--- src/rtl/pxsel_pkg.sv ---
package pxsel_pkg;

  parameter int unsigned PX_CW    = 4;
  parameter int unsigned PX_WW    = 2;
  parameter int unsigned PX_WSTEP = 4;
  parameter int unsigned PX_ISTEP = 3;

  typedef enum logic [1:0] {
    SRC_BLANK = 2'd0,
    SRC_PAL   = 2'd1,
    SRC_TEXT  = 2'd2
  } src_e;

  // text strength: weight steps plus optional brightness step, clamped
  function automatic int unsigned shade_level(
    input int unsigned w,
    input logic        hi,
    input int unsigned wstep,
    input int unsigned istep,
    input int unsigned cmax
  );
    int unsigned s;
    s = w * wstep + (hi ? istep : 0);
    return (s > cmax) ? cmax : s;
  endfunction

endpackage

--- src/rtl/pxsel_text_shade.sv ---
module pxsel_text_shade #(
  parameter int unsigned CW    = pxsel_pkg::PX_CW,
  parameter int unsigned WW    = pxsel_pkg::PX_WW,
  parameter int unsigned WSTEP = pxsel_pkg::PX_WSTEP,
  parameter int unsigned ISTEP = pxsel_pkg::PX_ISTEP
) (
  input  logic [2:0]          bits,
  input  logic                hi,
  input  logic                wb,
  input  logic [WW-1:0]       weight,
  output logic                lit,
  output logic [CW-1:0]       level,
  output logic [2:0][CW-1:0]  shade
);
  localparam int unsigned CMAX = (1 << CW) - 1;

  logic [2:0] comp_on;

  assign lit   = |bits;
  assign level = CW'(pxsel_pkg::shade_level(32'(weight), hi, WSTEP, ISTEP, CMAX));

  for (genvar c = 0; c < 3; c++) begin : g_comp
    assign comp_on[c] = wb ? lit : bits[c];
    assign shade[c]   = comp_on[c] ? level : '0;
  end
endmodule

--- src/rtl/pxsel_src_arb.sv ---
module pxsel_src_arb (
  input  logic              disp_en,
  input  logic              ovl_sel,
  input  logic              pal_keep,
  output pxsel_pkg::src_e   src
);
  always_comb begin
    if (!disp_en)      src = pxsel_pkg::SRC_BLANK;
    else if (ovl_sel)  src = pxsel_pkg::SRC_TEXT;
    else if (pal_keep) src = pxsel_pkg::SRC_PAL;
    else               src = pxsel_pkg::SRC_BLANK;
  end
endmodule

--- src/rtl/pxsel_chan.sv ---
module pxsel_chan #(
  parameter int unsigned CW = pxsel_pkg::PX_CW
) (
  input  logic              clk,
  input  logic              rst_n,
  input  pxsel_pkg::src_e   src,
  input  logic [CW-1:0]     pal,
  input  logic [CW-1:0]     txt,
  output logic [CW-1:0]     q
);
  logic [CW-1:0] nxt;

  always_comb begin
    case (src)
      pxsel_pkg::SRC_PAL:  nxt = pal;
      pxsel_pkg::SRC_TEXT: nxt = txt;
      default:             nxt = '0;
    endcase
  end

  always_ff @(posedge clk or negedge rst_n) begin
    if (!rst_n) q <= '0;
    else        q <= nxt;
  end
endmodule

--- src/rtl/pxsel_top.sv ---
module pxsel_top #(
  parameter int unsigned CW    = pxsel_pkg::PX_CW,
  parameter int unsigned WW    = pxsel_pkg::PX_WW,
  parameter int unsigned WSTEP = pxsel_pkg::PX_WSTEP,
  parameter int unsigned ISTEP = pxsel_pkg::PX_ISTEP
) (
  input  logic          clk,
  input  logic          rst_n,
  input  logic [CW-1:0] pal_r,
  input  logic [CW-1:0] pal_g,
  input  logic [CW-1:0] pal_b,
  input  logic          pal_keep,
  input  logic          disp_en,
  input  logic          ovl_sel,
  input  logic          txt_r,
  input  logic          txt_g,
  input  logic          txt_b,
  input  logic          txt_hi,
  input  logic          txt_wb,
  input  logic [WW-1:0] txt_w,
  output logic [CW-1:0] out_r,
  output logic [CW-1:0] out_g,
  output logic [CW-1:0] out_b
);
  // index 2 = red, 1 = green, 0 = blue
  logic [2:0][CW-1:0] pal_vec;
  logic [2:0][CW-1:0] shade_rgb;
  logic [2:0][CW-1:0] out_vec;
  logic [CW-1:0]      shade_lvl;
  logic               text_lit;
  pxsel_pkg::src_e    src_sel;

  assign pal_vec = {pal_r, pal_g, pal_b};

  pxsel_text_shade #(.CW(CW), .WW(WW), .WSTEP(WSTEP), .ISTEP(ISTEP)) u_shade (
    .bits   ({txt_r, txt_g, txt_b}),
    .hi     (txt_hi),
    .wb     (txt_wb),
    .weight (txt_w),
    .lit    (text_lit),
    .level  (shade_lvl),
    .shade  (shade_rgb)
  );

  pxsel_src_arb u_arb (
    .disp_en  (disp_en),
    .ovl_sel  (ovl_sel),
    .pal_keep (pal_keep),
    .src      (src_sel)
  );

  for (genvar c = 0; c < 3; c++) begin : g_chan
    pxsel_chan #(.CW(CW)) u_chan (
      .clk   (clk),
      .rst_n (rst_n),
      .src   (src_sel),
      .pal   (pal_vec[c]),
      .txt   (shade_rgb[c]),
      .q     (out_vec[c])
    );
  end

  assign out_r = out_vec[2];
  assign out_g = out_vec[1];
  assign out_b = out_vec[0];
endmodule

--- config.mk ---
export PLATFORM = sky130hd
export DESIGN_NAME = pxsel_top
export DESIGN_NICKNAME = d
export VERILOG_FILES = /design/src/rtl/pxsel_pkg.sv /design/src/rtl/pxsel_text_shade.sv /design/src/rtl/pxsel_src_arb.sv /design/src/rtl/pxsel_chan.sv /design/src/rtl/pxsel_top.sv
export SDC_FILE = /design/constraint.sdc
export NUM_CORES = 1
export LEC_CHECK = 0
export ABC_CLOCK_PERIOD_IN_PS = 800
export BUFFER_PORTS_ARGS = -buffer_cell sky130_fd_sc_hd__clkbuf_2
export CAP_MARGIN = 5
export CELL_PAD_IN_SITES_DETAIL_PLACEMENT = 1
export CELL_PAD_IN_SITES_GLOBAL_PLACEMENT = 2
export CORE_ASPECT_RATIO = 2
export CORE_MARGIN = 3
export CORE_UTILIZATION = 21
export DETAILED_ROUTE_END_ITERATION = 16
export PLACE_DENSITY = 0.8
export SETUP_SLACK_MARGIN = 0.3
export SLEW_MARGIN = 25
export SYNTH_ARGS = -nofsm -noshare
export SYNTH_HDL_FRONTEND = slang
export SYNTH_HIERARCHICAL = 1
export SYNTH_SLANG_ARGS = --single-unit
--- constraint.sdc ---
create_clock -name clk -period 0.8 [get_ports clk]
set_input_delay 0.04 -clock clk [delete_from_list [all_inputs] [get_ports clk]]
set_output_delay 0.04 -clock clk [all_outputs]
set_load 0.01 [all_outputs]
==> impl_metrics.csv <==
group,metric,value,unit
final_layout,ff_latch_area,300,um2
cts,cts.clk_slew.worst_paths,0.05,ns
sta,maxClockFrequency,1260,MHz
power_and_ir_drop,p_leak,0.506,nW
setup_path,crit_path_cell_trace,"buf_6 > or3_4 > and3_4 > a22oi_2 > nor2_1",
final_layout,diodes,0,
global_routing,overflow,0,
global_routing,grt_use_met2,0.196,
final_layout,nFillCells,356,
cts,clock_path_buffers,2,
floorplan,start_util,0.223,
final_layout,top_register,"g_chan.u_chan/q",
setup_path,end_kind,"register",
global_routing,grt-busiest-layer,"met2",
setup_path,critPathMaxFanout,6,
placed_design,numPortBuffers,35,
global_routing,antenna_found_initial,0,
synthesis,syn_avg_cell_area,9.77,um2
cts,cts_root_buf,"clkbuf_8",
cts,cts_tree,"done",
synthesis,syn-num-nets,98,
detailed_routing,viasPerCell,4.62,
detailed_routing,drt_first_pass_iters,3,
detailed_routing,wire_per_inst,13.4,um
global_routing,grt.met1_usage,0.0890,
final_layout,drive_gt1_frac,0.660,
setup_path,cpMaxStageDelayCell,"or3_4",
synthesis,ys_warn_count,6,
detailed_routing,ant_nets,0,
hold_path,hp-class,"primary input to register",
sta,worstMarginPinSlew,0.281,ns
power_and_ir_drop,power_density,1410,mW/mm2
floorplan,pin_count,36,
setup_path,arrival,0.91,ns
setup_path,max_stage_delay,0.40,ns
global_routing,grt_max_degree,13,
final_layout,fin_nets,135,
final_layout,final_cells,133,
sta,rsz0062_at_grt,"true",
global_routing,grt_pass1_wl,2950,um
setup_path,critPathLaunchType,"primary input",
synthesis,synthCells,68,
cts,cts_setup_buffers,0,
detailed_routing,vias,615,
synthesis,synth_area,664,um2
sta,finalSetupViolCount,0,
floorplan,die_w,45.8,um
placed_design,hpwl,1570,um
floorplan,num_rows,28,
sta,maxSlewViolCount,0,
cts,cts.sinks,12,
setup_path,cp.required,0.92,ns
final_layout,largest_reg_flops,12,
floorplan,die_area,0.00392,mm2
setup_path,critPathKind,"primary input to register",
sta,tns,0,ns
detailed_routing,drc,0,
final_layout,top_regs,"g_chan.u_chan/q (12)",
floorplan,core_area,0.00298,mm2
floorplan,die_h,85.5,um
sta,fin_crit_sh,0.991,
power_and_ir_drop,vdd_ir_drop_max,0.464,mV
sta,hold_viol_final,0,
detailed_routing,drtIter0Drc,5,
run_status,status,"finished, final reports clean",
global_routing,grt_pass1_vias,705,
cts,h-tree-depth,1,
sta,period_needed,0.793,ns
detailed_routing,wirelength,1780,um
placed_design,gp_congestion,0.659,
cts,cts_buffers,3,
job,maxCapViolCount,0,
global_routing,met3_usage,0.00420,
sta,slew_headroom,0.810,
placed_design,dp.cells,129,
global_routing,grt_use_total,0.101,
final_layout,area_growth,57.4,%
final_layout,multi_input_area,443,um2
-- power breakdown --
part | total (mW) | switching [mW] | internal, mW
logic | 0.333 | 0.160 | 0.173
registers | 0.628 | 0.00343 | 0.625
clock network | 0.518 | 0.189 | 0.329
total | 1.48 | 0.353 | 1.13
-- what timing repair did --
item / CTS / global route
pin swaps: 12 / 3
endpoints found under the setup margin: 24 / 36
endpoints found under the hold margin: 12 / 0
hold buffers: 1 / 0
resized for setup: 22 / 16
-- routing by layer --
layer	wire, um	part of all wire
met5	0	0
met1	497	0.28
met3	102	0.057
met2	1150	0.65
met4	29	0.016
-- layout by cell type (no fill, tap or decap) --
| cell type | n |
|---|---|
| a21boi_0 | 2 |
| dfrtp_1 | 12 |
| nor2_1 | 12 |
| ha_4 | 3 |
| buf_6 | 2 |
| ha_2 | 3 |
| or3_4 | 1 |
| clkbuf_8 | 3 |
| clkbuf_2 | 20 |
| and3_1 | 2 |
| or2_2 | 2 |
| a21boi_1 | 1 |
| o21ai_0 | 1 |
| and3b_2 | 1 |
| dlygate4sd3_1 | 1 |
| inv_1 | 4 |
| buf_2 | 13 |
| a22oi_2 | 12 |
| inv_2 | 3 |
| and3_4 | 4 |
| and2_4 | 1 |
-- final timing paths --
path | start | endpoint | slack [ns] | depth (start not counted)
max | txt_g | g_chan[2].u_chan/q[2]$_DFF_PN0_ | 0.007 | 5
min | pal_r[1] | g_chan[2].u_chan/q[1]$_DFF_PN0_ | 0.08 | 3
max in group asynchronous | rst_n | g_chan[0].u_chan/q[0]$_DFF_PN0_ | 0.39 | 2
min in group asynchronous | rst_n | g_chan[1].u_chan/q[1]$_DFF_PN0_ | 0.21 | 2
-- area by class of cell --
cell class,instances,area share
Multi-Input combinational cell,45,0.423
Sequential cell,12,0.287
Timing Repair Buffer,36,0.189
Clock buffer,3,0.0395
Tap cell,30,0.0359
Inverter,7,0.0251
-- per-stage QoR --
| step | util | hold WS [ns] | area [um2] | power, mW | setup slack [ns] |
|---|---|---|---|---|---|
| final | 0.351 | 0.0776 | 1050 | 1.48 | 0.00730 |
| after global routing | 0.351 | 0.0835 | 1050 | 1.55 | -0.0344 |
| after CTS | 0.347 | 0.0804 | 1030 | 1.50 | 0.0159 |
| after detailed placement | 0.297 | -0.0604 | 886 | 0.901 | -0.312 |
| after global placement | 0.297 | -0.0675 | 886 | 0.893 | -0.293 |
| after floorplan | - | -0.256 | 708 | 0.799 | -0.245 |
-- critical path: cells and delay by family --
family | cells | cell delay, ns
compound gates | 1 | 0.15
buf+inv | 1 | 0.09
simple gates | 3 | 0.62
Power figures use the tool's default switching activity.
